**config.mk**
```make
export PLATFORM = sky130hd
export DESIGN_NAME = power_gate_ctrl
export DESIGN_NICKNAME = d
export VERILOG_FILES = /design/src/rtl/pg_pkg.sv /design/src/rtl/pg_datapath.sv /design/src/rtl/pg_control.sv /design/src/rtl/power_gate_ctrl.sv
export SDC_FILE = /design/constraint.sdc
export NUM_CORES = 1
export LEC_CHECK = 0
export BUFFER_PORTS_ARGS = -buffer_cell sky130_fd_sc_hd__buf_2
export CAP_MARGIN = 10
export CORE_MARGIN = 4
export CORE_UTILIZATION = 57
export CTS_BUF_LIST = sky130_fd_sc_hd__clkbuf_8 sky130_fd_sc_hd__clkbuf_16
export DETAILED_ROUTE_END_ITERATION = 12
export PLACE_DENSITY = 0.83
export SLEW_MARGIN = 20
export SYNTH_ARGS = -nofsm -noshare
export SYNTH_HDL_FRONTEND = slang
export SYNTH_HIERARCHICAL = 1
export SYNTH_SLANG_ARGS = --single-unit
```
**constraint.sdc**
```tcl
create_clock -name clk -period 1.7 [get_ports clk]
set_input_delay 0.085 -clock clk [delete_from_list [all_inputs] [get_ports clk]]
set_output_delay 0.085 -clock clk [all_outputs]
set_load 0.03 [all_outputs]
```
**src/rtl/pg_pkg.sv**
```systemverilog
package pg_pkg;

  localparam int NUM_DOM = 9;
  localparam int REG_W   = 32;

  typedef enum logic [2:0] {
    ST_OFF,
    ST_UP_SETTLE,
    ST_UP_ISO,
    ST_UP_RST,
    ST_ON,
    ST_DN_RST,
    ST_DN_ISO,
    ST_DN_SETTLE
  } pgState_e;

  // Strobes from the sequencers to the datapath.
  typedef struct packed {
    logic cntLoad;
    logic ackSet;
    logic ackClr;
  } pgStrobe_t;

  // Register bit holding the request of a domain (fixed by software contract).
  function automatic int reqPos(input int idx);
    case (idx)
      0: return 0;
      1: return 1;
      2: return 2;
      3: return 5;
      4: return 6;
      5: return 8;
      6: return 9;
      7: return 10;
      default: return 11;
    endcase
  endfunction

  // Register bit holding the acknowledge of a domain.
  function automatic int ackPos(input int idx);
    case (idx)
      0: return 16;
      1: return 17;
      2: return 18;
      3: return 21;
      4: return 22;
      5: return 12;
      6: return 13;
      7: return 14;
      default: return 15;
    endcase
  endfunction

  function automatic logic [REG_W-1:0] reqMask();
    logic [REG_W-1:0] m;
    m = '0;
    for (int i = 0; i < NUM_DOM; i++) m[reqPos(i)] = 1'b1;
    return m;
  endfunction

endpackage

```
**src/rtl/pg_datapath.sv**
```systemverilog
module pg_datapath
  import pg_pkg::*;
#(
  parameter int                 SETTLE_CYCLES  = 16,
  parameter logic [NUM_DOM-1:0] ALWAYS_ON_MASK = 9'h018
) (
  input  logic                         clk,
  input  logic                         rstN,
  input  logic                         regWrite,
  input  logic [REG_W-1:0]             regWdata,
  input  pgStrobe_t [NUM_DOM-1:0]      strobes,
  output logic [NUM_DOM-1:0]           reqVec,
  output logic [NUM_DOM-1:0]           ackVec,
  output logic [NUM_DOM-1:0]           cntDone,
  output logic [REG_W-1:0]             regRdata
);

  localparam int CNT_W = $clog2(SETTLE_CYCLES + 1);
  localparam logic [REG_W-1:0] REQ_MASK = reqMask();

  logic [NUM_DOM-1:0] reqQ;
  logic [NUM_DOM-1:0] ackQ;

  // Only the request positions are stored; the rest of the write is dropped.
  logic unusedWrBits;
  assign unusedWrBits = ^(regWdata & ~REQ_MASK);

  always_ff @(posedge clk or negedge rstN) begin
    if (!rstN) begin
      reqQ <= ALWAYS_ON_MASK;
    end else if (regWrite) begin
      for (int i = 0; i < NUM_DOM; i++) reqQ[i] <= regWdata[reqPos(i)];
    end
  end

  always_ff @(posedge clk or negedge rstN) begin
    if (!rstN) begin
      ackQ <= ALWAYS_ON_MASK;
    end else begin
      for (int i = 0; i < NUM_DOM; i++) begin
        if (strobes[i].ackSet)      ackQ[i] <= 1'b1;
        else if (strobes[i].ackClr) ackQ[i] <= 1'b0;
      end
    end
  end

  genvar g;
  generate
    for (g = 0; g < NUM_DOM; g++) begin : gSettle
      logic [CNT_W-1:0] cntQ;

      always_ff @(posedge clk or negedge rstN) begin
        if (!rstN)                   cntQ <= '0;
        else if (strobes[g].cntLoad) cntQ <= CNT_W'(SETTLE_CYCLES);
        else if (cntQ != '0)         cntQ <= cntQ - 1'b1;
      end

      assign cntDone[g] = (cntQ == CNT_W'(1));

      // the settle window never exceeds its configured length
      p_cnt_bound_r3: assert property (@(posedge clk) disable iff (!rstN)
        cntQ <= CNT_W'(SETTLE_CYCLES));

      // a settle count is never restarted while still running
      p_load_idle_r7: assert property (@(posedge clk) disable iff (!rstN)
        strobes[g].cntLoad |-> (cntQ == '0));
    end
  endgenerate

  always_comb begin
    regRdata = '0;
    for (int i = 0; i < NUM_DOM; i++) begin
      regRdata[reqPos(i)] = reqQ[i];
      regRdata[ackPos(i)] = ackQ[i];
    end
  end

  assign reqVec = reqQ;
  assign ackVec = ackQ;

endmodule

```
**src/rtl/pg_control.sv**
```systemverilog
module pg_control
  import pg_pkg::*;
#(
  parameter logic [NUM_DOM-1:0] ALWAYS_ON_MASK = 9'h018
) (
  input  logic                    clk,
  input  logic                    rstN,
  input  logic [NUM_DOM-1:0]      reqVec,
  input  logic [NUM_DOM-1:0]      ackVec,
  input  logic [NUM_DOM-1:0]      cntDone,
  output pgStrobe_t [NUM_DOM-1:0] strobes,
  output logic [NUM_DOM-1:0]      switchOn,
  output logic [NUM_DOM-1:0]      isolate,
  output logic [NUM_DOM-1:0]      domainReset
);

  genvar g;
  generate
    for (g = 0; g < NUM_DOM; g++) begin : gSeq
      localparam pgState_e RST_STATE = ALWAYS_ON_MASK[g] ? ST_ON : ST_OFF;

      pgState_e  stateQ, stateD;
      pgStrobe_t strobe;

      always_ff @(posedge clk or negedge rstN) begin
        if (!rstN) stateQ <= RST_STATE;
        else       stateQ <= stateD;
      end

      always_comb begin
        stateD = stateQ;
        strobe = '0;
        unique case (stateQ)
          ST_OFF: if (reqVec[g]) begin
            stateD         = ST_UP_SETTLE;
            strobe.cntLoad = 1'b1;
          end
          ST_UP_SETTLE: if (cntDone[g]) stateD = ST_UP_ISO;
          ST_UP_ISO:    stateD = ST_UP_RST;
          ST_UP_RST: begin
            stateD        = ST_ON;
            strobe.ackSet = 1'b1;
          end
          ST_ON:     if (!reqVec[g]) stateD = ST_DN_RST;
          ST_DN_RST: stateD = ST_DN_ISO;
          ST_DN_ISO: begin
            stateD         = ST_DN_SETTLE;
            strobe.cntLoad = 1'b1;
          end
          ST_DN_SETTLE: if (cntDone[g]) begin
            stateD        = ST_OFF;
            strobe.ackClr = 1'b1;
          end
          default: stateD = ST_OFF;
        endcase
      end

      assign strobes[g]     = strobe;
      assign switchOn[g]    = !(stateQ == ST_OFF || stateQ == ST_DN_SETTLE);
      assign isolate[g]     = (stateQ == ST_OFF) || (stateQ == ST_UP_SETTLE) ||
                              (stateQ == ST_DN_ISO) || (stateQ == ST_DN_SETTLE);
      assign domainReset[g] = !(stateQ == ST_UP_RST || stateQ == ST_ON);

      // acknowledge rises only at the fully powered point
      p_ack_rise_full_r5: assert property (@(posedge clk) disable iff (!rstN)
        $rose(ackVec[g]) |-> (switchOn[g] && !isolate[g] && !domainReset[g]));

      // acknowledge falls only at the fully off point
      p_ack_fall_off_r5: assert property (@(posedge clk) disable iff (!rstN)
        $fell(ackVec[g]) |-> (!switchOn[g] && isolate[g] && domainReset[g]));

      // isolation open implies switch powered
      p_iso_needs_switch_r10: assert property (@(posedge clk) disable iff (!rstN)
        !isolate[g] |-> switchOn[g]);

      // reset released implies isolation open
      p_rst_needs_iso_r10: assert property (@(posedge clk) disable iff (!rstN)
        !domainReset[g] |-> !isolate[g]);

      // switch toggles only while isolated and held in reset
      p_switch_edge_safe_r10: assert property (@(posedge clk) disable iff (!rstN)
        ($rose(switchOn[g]) || $fell(switchOn[g])) |-> (isolate[g] && domainReset[g]));

      // a settled domain whose request matches its acknowledge stays put
      p_hold_matched_r6: assert property (@(posedge clk) disable iff (!rstN)
        ((reqVec[g] == ackVec[g]) && $stable(reqVec[g]) &&
         (switchOn[g] == !isolate[g]) && (isolate[g] == domainReset[g]) &&
         (switchOn[g] == ackVec[g]))
        |=> ($stable(switchOn[g]) && $stable(isolate[g]) && $stable(ackVec[g])));
    end
  endgenerate

endmodule

```
**src/rtl/power_gate_ctrl.sv**
```systemverilog
module power_gate_ctrl
  import pg_pkg::*;
#(
  parameter int                 SETTLE_CYCLES  = 16,
  parameter logic [NUM_DOM-1:0] ALWAYS_ON_MASK = 9'h018
) (
  input  logic               clk,
  input  logic               rstN,
  input  logic               regWrite,
  input  logic [REG_W-1:0]   regWdata,
  output logic [REG_W-1:0]   regRdata,
  output logic [NUM_DOM-1:0] switchOn,
  output logic [NUM_DOM-1:0] isolate,
  output logic [NUM_DOM-1:0] domainReset
);

  pgStrobe_t [NUM_DOM-1:0] strobes;
  logic [NUM_DOM-1:0]      reqVec;
  logic [NUM_DOM-1:0]      ackVec;
  logic [NUM_DOM-1:0]      cntDone;

  pg_datapath #(
    .SETTLE_CYCLES (SETTLE_CYCLES),
    .ALWAYS_ON_MASK(ALWAYS_ON_MASK)
  ) uDatapath (
    .clk     (clk),
    .rstN    (rstN),
    .regWrite(regWrite),
    .regWdata(regWdata),
    .strobes (strobes),
    .reqVec  (reqVec),
    .ackVec  (ackVec),
    .cntDone (cntDone),
    .regRdata(regRdata)
  );

  pg_control #(
    .ALWAYS_ON_MASK(ALWAYS_ON_MASK)
  ) uControl (
    .clk        (clk),
    .rstN       (rstN),
    .reqVec     (reqVec),
    .ackVec     (ackVec),
    .cntDone    (cntDone),
    .strobes    (strobes),
    .switchOn   (switchOn),
    .isolate    (isolate),
    .domainReset(domainReset)
  );

endmodule

```
==> summary.txt, run 1 <==
CP Launch Type - flip-flop
Async S/R FF share, synth - 1.00
fin cells - 772
Simple-Gate Fraction of Synth Area - 0.215
Syn Inst Count - 581
number of port buffers - 56
Total Wirelength - 10.5 mm
nets - 699
RSZ-0062 raised after global routing - yes
Syn Area/Cell - 9.28 sq um
diode count - 0
filler cell count - 699
gpl congestion - 0.848
Die Span Y - 105 microns
number of synthesized flops with an enable pin - 0
critical path class - reg2out
status - completed
H-tree levels - 3
Initial Util - 0.584
Worst EP arrival - 1.61 ns
Max Freq - 590 MHz
Multi-input gate area - 2790 sq um
Placed Cells - 735
layout cells sized above 1 - 0.238
gr ovfl total - 0
Synth cell types - 45
Adder-Cell Fraction of Synth Area - 0.0603
Min-Delay Path Class - in2async
xor and xnor area share after synthesis - 0.0422
WP data required - 1.62 ns
leading area contributor after synthesis - dfrtp_1
Peak VDD IR - 1010 uV
Core ar. - 9240 sq um
share of the synthesized area in the top cell type - 0.390
Worst-path clk slew - 0.10 ns
die width - 105 microns
fin util - 0.666
Area Overhead vs Synth - 14.1%
commonest non-fill, non-tap cell in the layout - dfrtp_1
die area - 11100 sq um
leak pwr - 0.00280 uW
Antenna Violating Nets Remaining - 0
synth top area cells - dfrtp_1 39%, ha_1 6.0%, nor2_1 5.2%, buf_4 4.6%, a21oi_1 4.5%
largest family of logic cells by synthesized area - simple AND/OR/NAND/NOR gates
total number of vias - 4089
mux contribution to synthesized area - 0.0415
most frequent cells in the layout - 83 x dfrtp_1, 75 x nor2_1, 53 x buf_2
Clock Root Buffer - clkbuf_8
CTS Buffer Depth - 2
Hold Violations, Final - 0
hpwl dp - 7.04 mm
number of DRC markers in iteration 0 - 251
Clock Sinks - 90
Seq. cell area - 2260 sq um
Slew Viols, Final - 0
fin crit period - 1.69 ns
first-pass GRT wire length - 17.8 mm
cts bufs inserted - 9
synthesized cell area - 5390 sq um
Synth Area in Compound Gates - 0.126
Std-Cell Rows - 35
CP max FO - 4
PD cells - 1980 nW/um^2
Max-cap violations - 0
CTS tree - yes
setup TNS - 0 ns
WL/cell - 13.6 microns
Clock Latency Late Sink - 0.35 ns
drt drc - 0
final count of negative-setup-slack endpoints - 0
Tcrit/Tclk final - 0.997
vias in the first global route - 3968
DR pass1 iterations - 4
sequential share of the synthesized area - 0.419
largest net degree at the start of global routing - 35
Total Routing Usage GR - 0.193
#FFs+latches synth - 90
Worst setup EP type - output pin
Vias/cell - 5.30
initial antenna violation count - 0
R2R setup slack - 0.04 ns
IO Pins - 94
Clock Skews - 0.0115 ns
Top FF cell, synth - dfrtp_1
YS warnings - 6
[metrics by stage]
stage / hold WS (ns) / cell area (sq um) / setup WS [ns] / total power [uW]
after floorplan: -0.211 / 5450 / 0.0498 / 8980
after global placement: 0.0826 / 5650 / 0.0925 / 9790
after detailed placement: 0.0841 / 5650 / -0.0164 / 10200
after CTS: 0.227 / 5990 / -0.0278 / 11800
after global routing: 0.212 / 6150 / -0.0875 / 13200
final: 0.235 / 6150 / 0.00590 / 12200
[routing by layer]
layer  vias to the layer above  GRT usage  routed length [microns]
li1                       2027          -                        -
met1                      1987      0.244                     4700
met2                        67      0.333                     5360
met3                         8     0.0435                      351
met4                         0     0.0506                       74
met5                         -          0                        0
[state kept, by name (all words and copies together) (netlist names)]
name and cells:
uDatapath/ackVec 9, uDatapath/gSettle.cntQ 45, uControl/gSeq.stateQ 27, uDatapath/reqVec 9
[Yosys cell counts, types with 8 or more instances]
cell type and count:
dfrtp_1 84, nor2_1 75, a21oi_1 49, inv_1 42, nand2_1 37, buf_4 33, ha_1 26, xnor2_1 21
a21o_1 20, nand2b_1 20, clkbuf_1 16, nor3_1 16, mux2_2 11, nor4b_1 11, or4b_1 11, mux2i_1 10
nand3b_1 10, nor2b_1 9, and3_1 8
[logic make-up (layout without fill, tap and decap cells)]
| family | Yosys count | in the layout |
|---|---|---|
| other | 1 | 14 |
| AOI/OAI and AO/OA | 103 | 103 |
| adders and majority gates | 26 | 26 |
| DFF | 90 | 90 |
| muxes | 21 | 21 |
| xor gates and xnor gates | 26 | 26 |
| buffers and inverters | 98 | 147 |
| and+or+nand+nor | 216 | 216 |
[critical path, cell delays in order, from the launching register on]
cell	delay (ns)
dfrtp_1	0.42
inv_2	0.07
ha_4	0.17
and2b_2	0.21
a21oi_2	0.12
o211ai_1	0.10
buf_4	0.17
[report_power, final]
| part | internal [uW] | total [uW] | switching, uW |
|---|---|---|---|
| logic | 2970 | 6450 | 3480 |
| registers | 3090 | 4300 | 1210 |
| clock network | 677 | 1450 | 769 |
| total | 6740 | 12200 | 5460 |
[area by class of cell]
cell class,instances,share of cell area
Multi-Input combinational cell,406,0.453
Sequential cell,90,0.367
Timing Repair Buffer,89,0.0958
Tap cell,129,0.0262
Inverter,42,0.0256
Clock buffer,9,0.0201
Clock inverter,7,0.0114
[path summary, 6_finish.rpt]
kind	endpoint	start	cells past startpoint
max	isolate[1]	uControl/gSeq[1].stateQ[1]$_DFFE_PN0P_	6
min	uDatapath/ackVec[0]$_DFFE_PN0P_	rstN	2
max reg2reg	uControl/gSeq[1].stateQ[1]$_DFFE_PN0P_	uDatapath/gSettle[1].cntQ[1]$_DFFE_PN0P_	6
min reg2reg	uDatapath/ackVec[0]$_DFFE_PN0P_	uDatapath/ackVec[0]$_DFFE_PN0P_	1
max in group asynchronous	uDatapath/gSettle[2].cntQ[1]$_DFFE_PN0P_	rstN	3
min in group clk	uDatapath/reqVec[4]$_DFFE_PN1P_	regWrite	2
[what timing repair did]
action / 4_1_cts / 5_1_grt
pin swaps: 0 / 4
cloned: 0 / 0
hold buffers: 10 / 0
hold endpoints to repair: 35 / 0
setup endpoints to repair: 5 / 25
resized for setup: 9 / 25
buffers inserted: 1 / 10
No activity file was read; power rests on OpenSTA's default activity.
==> run 2: changes to the inputs <==
==> constraint.sdc (replaced) <==
create_clock -name clk -period 1.7 [get_ports clk]
set_input_delay 0 -clock clk [delete_from_list [all_inputs] [get_ports clk]]
set_output_delay 0 -clock clk [all_outputs]
set_load 0.03 [all_outputs]
==> run 2 against run 1 <==
Compared with the run above: sequential power about the same; register-to-register slack gained 0.03 ns; total power down 1.2%; critical path depth did not move; sequential share of layout area up 0.48 points; combinational power decreased by 3.6%; clock skew is 0.00052 ns lower; clock power increased by 6%; design area is 1.3% lower; non-clock buffer count shrank 8; worst hold slack got worse by 0.093 ns; clock-buffer cell count increased by 3.
==> summary.txt, run 2 (synthesized netlist as in run 1, its figures left out) <==
status - completed (unchanged)
CTS tree - yes (unchanged)
Min-Delay Path Class - in2reg (was in2async)
drt drc - 0 (unchanged)
Total Routing Usage GR - 0.188 (was 0.193)
gpl congestion - 0.844 (was 0.848)
WL/cell - 13.4 microns (was 13.6 microns)
Max Freq - 613 MHz (was 590 MHz)
delay-heaviest family, CP - flip-flops (unchanged)
Total Wirelength - 10.2 mm (was 10.5 mm)
fin area - 6070 sq um (was 6150 sq um)
Slowest cell on crit path - dfrtp_1 (unchanged)
slew at the pin with the worst max-slew slack - 0.596 ns
Antenna Violating Nets Remaining - 0 (unchanged)
gr ovfl total - 0 (unchanged)
stages on the worst setup path - 6 (unchanged)
CP Launch Type - flip-flop (unchanged)
diode count - 0 (unchanged)
Slew Viols, Final - 0 (unchanged)
initial antenna violation count - 0 (unchanged)
commonest non-fill, non-tap cell in the layout - dfrtp_1 (unchanged)
Clock Latency Late Sink - 0.35 ns (about the same)
Clock Skews - 0.0110 ns (was 0.0115 ns)
Placed Cells - 736 (was 735)
Initial Util - 0.584 (unchanged)
layer with the highest usage - met2 (unchanged)
Peak VDD IR - 1060 uV (was 1010 uV)
largest net degree at the start of global routing - 47 (was 35)
Clock Root Buffer - clkbuf_8 (unchanged)
WP data required - 1.70 ns (was 1.62 ns)
PD cells - 1980 nW/um^2 (about the same)
R2R setup slack - 0.07 ns (was 0.04 ns)
CP max FO - 6 (was 4)
Tcrit/Tclk final - 0.959 (was 0.997)
layout cells sized above 1 - 0.219 (was 0.238)
CP Capture Point - isolate[1] (unchanged)
cts bufs inserted - 9 (unchanged)
CTS Buffer Depth - 2 (unchanged)
Critical Path Source - uControl/gSeq[1].stateQ[0]$_DFFE_PN0P_ (was uControl/gSeq[1].stateQ[1]$_DFFE_PN0P_)
filler cell count - 710 (was 699)
Slew Limit Headroom - 0.602
Hold Violations, Final - 0 (unchanged)
Std-Cell Rows - 35 (unchanged)
Core ar. - 9240 sq um (unchanged)
DR pass1 iterations - 4 (unchanged)
Clock Sinks - 90 (unchanged)
IO Pins - 94 (unchanged)
total number of vias - 4016 (was 4089)
Top reg by flops - uDatapath/gSettle.cntQ (unchanged)
die width - 105 microns (unchanged)
number of DRC markers in iteration 0 - 152 (was 251)
Worst R2R Start - uDatapath/gSettle[6].cntQ[0]$_DFFE_PN0P_ (was uDatapath/gSettle[1].cntQ[1]$_DFFE_PN0P_)
Max-cap violations - 0 (unchanged)
fin crit period - 1.63 ns (was 1.69 ns)
Buf+Inv Stages, Crit Path - 2 (unchanged)
crit-path cells - inv_2 -> ha_4 -> and2b_2 -> a21oi_2 -> o211ai_1 -> buf_4 (unchanged)
Worst EP arrival - 1.63 ns (was 1.61 ns)
Vias/cell - 5.26 (was 5.30)
number of port buffers - 56 (unchanged)
max reg flops - 45 (unchanged)
die area - 11100 sq um (unchanged)
met2 Track Usage GR - 0.324 (was 0.333)
fin cells - 764 (was 772)
Worst setup EP type - output pin (unchanged)
vias in the first global route - 3869 (was 3968)
Multi-input gate area - 2770 sq um (was 2790 sq um)
Die Span Y - 105 microns (unchanged)
nets - 691 (was 699)
Seq. cell area - 2260 sq um (unchanged)
leak pwr - 0.00277 uW (was 0.00280 uW)
grt met1 use - 0.238 (was 0.244)
first-pass GRT wire length - 17.4 mm (was 17.8 mm)
critical path class - reg2out (unchanged)
largest registers - uDatapath/gSettle.cntQ: 45 flops, uControl/gSeq.stateQ: 27 flops (unchanged)
Global Route met3 Usage - 0.0318 (was 0.0435)
H-tree levels - 3 (unchanged)
RR Endpoint - uDatapath/gSettle[6].cntQ[3]$_DFFE_PN0P_ (was uControl/gSeq[1].stateQ[1]$_DFFE_PN0P_)
hpwl dp - 7.03 mm (was 7.04 mm)
Area Overhead vs Synth - 12.6% (was 14.1%)
final hold slack - 0.143 ns (was 0.235 ns)
placed cell area - 5650 sq um (about the same)
max incr delay on CP - 0.40 ns (was 0.42 ns)
final count of negative-setup-slack endpoints - 0 (unchanged)
Worst-path clk slew - 0.09 ns (was 0.10 ns)
most frequent cells in the layout - 83 x dfrtp_1, 75 x nor2_1, 54 x buf_2 (was 83 x dfrtp_1, 75 x nor2_1, 53 x buf_2)
R2R depth - 5 (was 6)
[run 2: worst min path at each step]
stage                     startpoint                                        to  depth (start not counted)
final                       regWrite           uDatapath/reqVec[1]$_DFFE_PN0P_                          2
after global routing        regWrite           uDatapath/reqVec[7]$_DFFE_PN0P_                          2
after CTS                   regWrite           uDatapath/reqVec[1]$_DFFE_PN0P_                          2
after detailed placement        rstN           uDatapath/reqVec[0]$_DFFE_PN0P_                          1
after global placement          rstN  uDatapath/gSettle[0].cntQ[1]$_DFFE_PN0P_                          1
after floorplan                 rstN    uControl/gSeq[0].stateQ[0]$_DFFE_PN0P_                          0
[run 2: power breakdown]
group / total [uW] / switching (uW) / internal, uW
Combinational: 6220 / 3410 / 2810
Clock: 1540 / 739 / 798
Sequential: 4290 / 1200 / 3090
[run 2: layout make-up]
| class | instances | share of cell area |
|---|---|---|
| Multi-Input combinational cell | 406 | 0.456 |
| Sequential cell | 90 | 0.372 |
| Timing Repair Buffer | 81 | 0.0841 |
| Clock buffer | 12 | 0.0272 |
| Tap cell | 129 | 0.0266 |
| Inverter | 42 | 0.0260 |
| Clock inverter | 4 | 0.00824 |
[run 2: per-stage QoR]
step / TNS [ns] / power [uW] / worst slack [ns] / util
2_1_floorplan: 0 / 8980 / 0.135 / -
3_3_place_gp: 0 / 9810 / 0.0951 / 0.611
3_5_place_dp: 0 / 10200 / 0.0198 / 0.611
4_1_cts: 0 / 11800 / 0.00808 / 0.646
5_1_grt: -0.0166 / 13000 / -0.00889 / 0.657
6_report: 0 / 12100 / 0.0694 / 0.657
[run 2: routing by layer]
metal / vias up / share of wire / routed length, microns
met2: 79 / 0.50 / 5140
met5: - / 0 / 0
li1: 2009 / - / -
met1: 1907 / 0.44 / 4530
met4: 0 / 0.020 / 207
met3: 21 / 0.033 / 341
[run 2: worst reg2reg max path, delay by kind of cell, from the launching register on]
kind | cells | cell delay (ns)
simple gates | 2 | 0.71
flops | 1 | 0.42
compound gates | 1 | 0.06
fa+ha+maj | 1 | 0.21
buf+inv | 1 | 0.09
[run 2: repair_timing]
item | CTS | global route
setup endpoints to repair | 3 | 23
setup buffers | 0 | 2
hold buffers | 10 | 0
resized for setup | 3 | 22
pin swaps | 0 | 0
hold endpoints to repair | 47 | 0
==> run 3: changes to the inputs <==
Settings changed: CORE_ASPECT_RATIO from default to 1.2, CTS_CLUSTER_DIAMETER from default to 120.
==> run 3 against run 2 <==
Compared with the run above: largest cell class unchanged; design area up 0.16%; die area about the same; clock power increased by 4%.
==> summary.txt, run 3 (synthesized netlist as in run 1, its figures left out) <==
status - completed (unchanged)
Clock Root Buffer - clkbuf_8 (unchanged)
highest metal layer with signal wires - met4 (unchanged)
Std-Cell Rows - 38 (was 35)
Peak VDD IR - 1240 uV (was 1060 uV)
fin crit period - 1.63 ns (about the same)
max incr delay on CP - 0.51 ns (was 0.40 ns)
number of DRC markers in iteration 0 - 138 (was 152)
Place WS - -0.0153 ns (was 0.0198 ns)
Core ar. - 9130 sq um (was 9240 sq um)
Clock Skews - 0.0111 ns (was 0.0110 ns)
Antenna Violating Nets Remaining - 0 (unchanged)
sequential fraction of design power - 0.358 (was 0.356)
nets - 690 (was 691)
Top reg by flops - uDatapath/gSettle.cntQ (unchanged)
initial antenna violation count - 0 (unchanged)
Worst EP arrival - 1.86 ns (was 1.63 ns)
drt drc - 0 (unchanged)
diode count - 0 (unchanged)
internal power - 6800 uW (was 6700 uW)
PD cells - 1980 nW/um^2 (about the same)
die width - 96.8 microns (was 105 microns)
most frequent cells in the layout - 83 x dfrtp_1, 75 x nor2_1, 54 x buf_2 (unchanged)
Die Span Y - 115 microns (was 105 microns)
R2R setup slack - 0.07 ns (about the same)
final count of negative-setup-slack endpoints - 0 (unchanged)
largest registers - uDatapath/gSettle.cntQ: 45 flops, uControl/gSeq.stateQ: 27 flops (unchanged)
WL met1 - 4.13 mm (was 4.53 mm)
largest net degree at the start of global routing - 41 (was 47)
Max-cap violations - 0 (unchanged)
final hold slack - 0.139 ns (was 0.143 ns)
Clock Latency Late Sink - 0.35 ns (about the same)
Clock Sinks - 90 (unchanged)
RR Endpoint - uControl/gSeq[1].stateQ[2]$_DFFE_PN0P_ (was uDatapath/gSettle[6].cntQ[3]$_DFFE_PN0P_)
WL/cell - 13.2 microns (was 13.4 microns)
critical path class - reg2reg (was reg2out)
CP Launch Type - flip-flop (unchanged)
Max Freq - 615 MHz (was 613 MHz)
number of port buffers - 56 (unchanged)
Vias/cell - 5.34 (was 5.26)
Hold Violations, Final - 0 (unchanged)
cts bufs inserted - 9 (unchanged)
Net Sw Power - 5270 uW (was 5350 uW)
total number of vias - 4027 (was 4016)
Tcrit/Tclk final - 0.956 (was 0.959)
WP data required - 1.94 ns (was 1.70 ns)
Slew Viols, Final - 0 (unchanged)
H-tree levels - 3 (unchanged)
hpwl dp - 6.82 mm (was 7.03 mm)
Min-Delay Path Class - in2async (was in2reg)
clock power share - 0.133 (was 0.128)
CTS tree - yes (unchanged)
vias in the first global route - 3977 (was 3869)
Design Power - 12100 uW (about the same)
delay-heaviest family, CP - simple AND/OR/NAND/NOR gates (was flip-flops)
CP max FO - 3 (was 6)
die area - 11100 sq um (about the same)
stages on the worst setup path - 5 (was 6)
Total Wirelength - 9.97 mm (was 10.2 mm)
Worst-path clk slew - 0.08 ns (was 0.09 ns)
Area Overhead vs Synth - 12.8% (was 12.6%)
max reg flops - 45 (unchanged)
leak pwr - 0.00278 uW (was 0.00277 uW)
DR pass1 iterations - 5 (was 4)
Final Worst Setup Slack - 0.0749 ns (was 0.0694 ns)
RSZ-0062 raised after global routing - yes
Initial Util - 0.591 (was 0.584)
crit-path cells - inv_2 -> buf_4 -> ha_1 -> or4b_1 -> o22a_1 (was inv_2 -> ha_4 -> and2b_2 -> a21oi_2 -> o211ai_1 -> buf_4)
IO Pins - 94 (unchanged)
sw frac - 0.437 (was 0.444)
commonest non-fill, non-tap cell in the layout - dfrtp_1 (unchanged)
metal2 WL - 5.39 mm (was 5.14 mm)
Worst R2R Start - uControl/gSeq[1].stateQ[0]$_DFFE_PN0P_ (was uDatapath/gSettle[6].cntQ[0]$_DFFE_PN0P_)
filler cell count - 733 (was 710)
gpl congestion - 0.818 (was 0.844)
Total Routing Usage GR - 0.183 (was 0.188)
Worst setup EP type - flip-flop (was output pin)
Logic pwr share - 0.509 (was 0.516)
first-pass GRT wire length - 17.1 mm (was 17.4 mm)
gr ovfl total - 0 (unchanged)
layout cells sized above 1 - 0.218 (was 0.219)
CTS Buffer Depth - 2 (unchanged)
DR WL met3 - 275 microns (was 341 microns)
Slowest cell on crit path - or4b_1 (was dfrtp_1)
Buf+Inv Stages, Crit Path - 2 (unchanged)
R2R depth - 5 (unchanged)
run 3: area by class of cell:
type | instances | area (sq um) | share of cell area
multi-input cells | 406 | 2790 | 0.458
well taps | 120 | 150 | 0.0247
clock buffers | 11 | 151 | 0.0249
clock inverters | 5 | 71.3 | 0.0117
inverters | 42 | 158 | 0.0259
flip-flops and latches | 90 | 2260 | 0.372
repair buffers | 80 | 503 | 0.0827
run 3: worst register-to-register path, delay by kind of cell, from the launching register on:
family          cells  cell delay (ns)
compound gates      1             0.18
buf+inv             2             0.21
flops               1             0.40
fa+ha+maj           1             0.23
simple gates        1             0.51
run 3: worst max path at each step:
| stage | from | to | slack (ns) |
|---|---|---|---|
| global route | uControl/gSeq[1].stateQ[1]$_DFFE_PN0P_ | isolate[1] | -0.02 |
| detailed placement | uDatapath/gSettle[1].cntQ[0]$_DFFE_PN0P_ | uControl/gSeq[1].stateQ[1]$_DFFE_PN0P_ | -0.02 |
| CTS | uDatapath/gSettle[4].cntQ[0]$_DFFE_PN0P_ | uDatapath/gSettle[4].cntQ[0]$_DFFE_PN0P_ | 0.007 |
| finish | uControl/gSeq[1].stateQ[0]$_DFFE_PN0P_ | uControl/gSeq[1].stateQ[2]$_DFFE_PN0P_ | 0.07 |
| global placement | uDatapath/gSettle[1].cntQ[0]$_DFFE_PN0P_ | uControl/gSeq[1].stateQ[1]$_DFFE_PN0P_ | 0.08 |
| floorplan | uControl/gSeq[1].stateQ[0]$_DFFE_PN0P_ | isolate[1] | 0.13 |
run 3: per-stage QoR:
| step | cells | util | setup TNS (ns) | instance area (sq um) |
|---|---|---|---|---|
| 6_report | 754 | 0.666 | 0 | 6080 |
| 5_1_grt | 754 | 0.666 | -0.0242 | 6080 |
| 4_1_cts | 751 | 0.654 | 0 | 5970 |
| 3_5_place_dp | 725 | 0.616 | -0.0153 | 5620 |
| 3_3_place_gp | 725 | 0.616 | 0 | 5620 |
| 2_1_floorplan | 594 | - | 0 | 5450 |
run 3: repair_timing:
| action | in CTS | in global routing |
|---|---|---|
| buffers inserted | 0 | 3 |
| endpoints found under the setup margin | 3 | 28 |
| gates resized for setup | 5 | 21 |
| hold buffers | 10 | 0 |
| pin swaps | 0 | 2 |
| endpoints found under the hold margin | 77 | 0 |
run 3: layer usage:
metal	vias to the layer above	GRT usage
li1	2005	-
met1	1950	0.205
met2	54	0.343
met3	18	0.0311
met4	0	0.0787
met5	-	0
run 3: power by group through the flow:
stage,clock (uW),combinational (uW),sequential (uW)
global route,1750,6850,4500
floorplan,0,5210,3770
finish,1600,6150,4320
detailed placement,0,5890,4260
global placement,0,5580,4160
CTS,1650,6010,4230
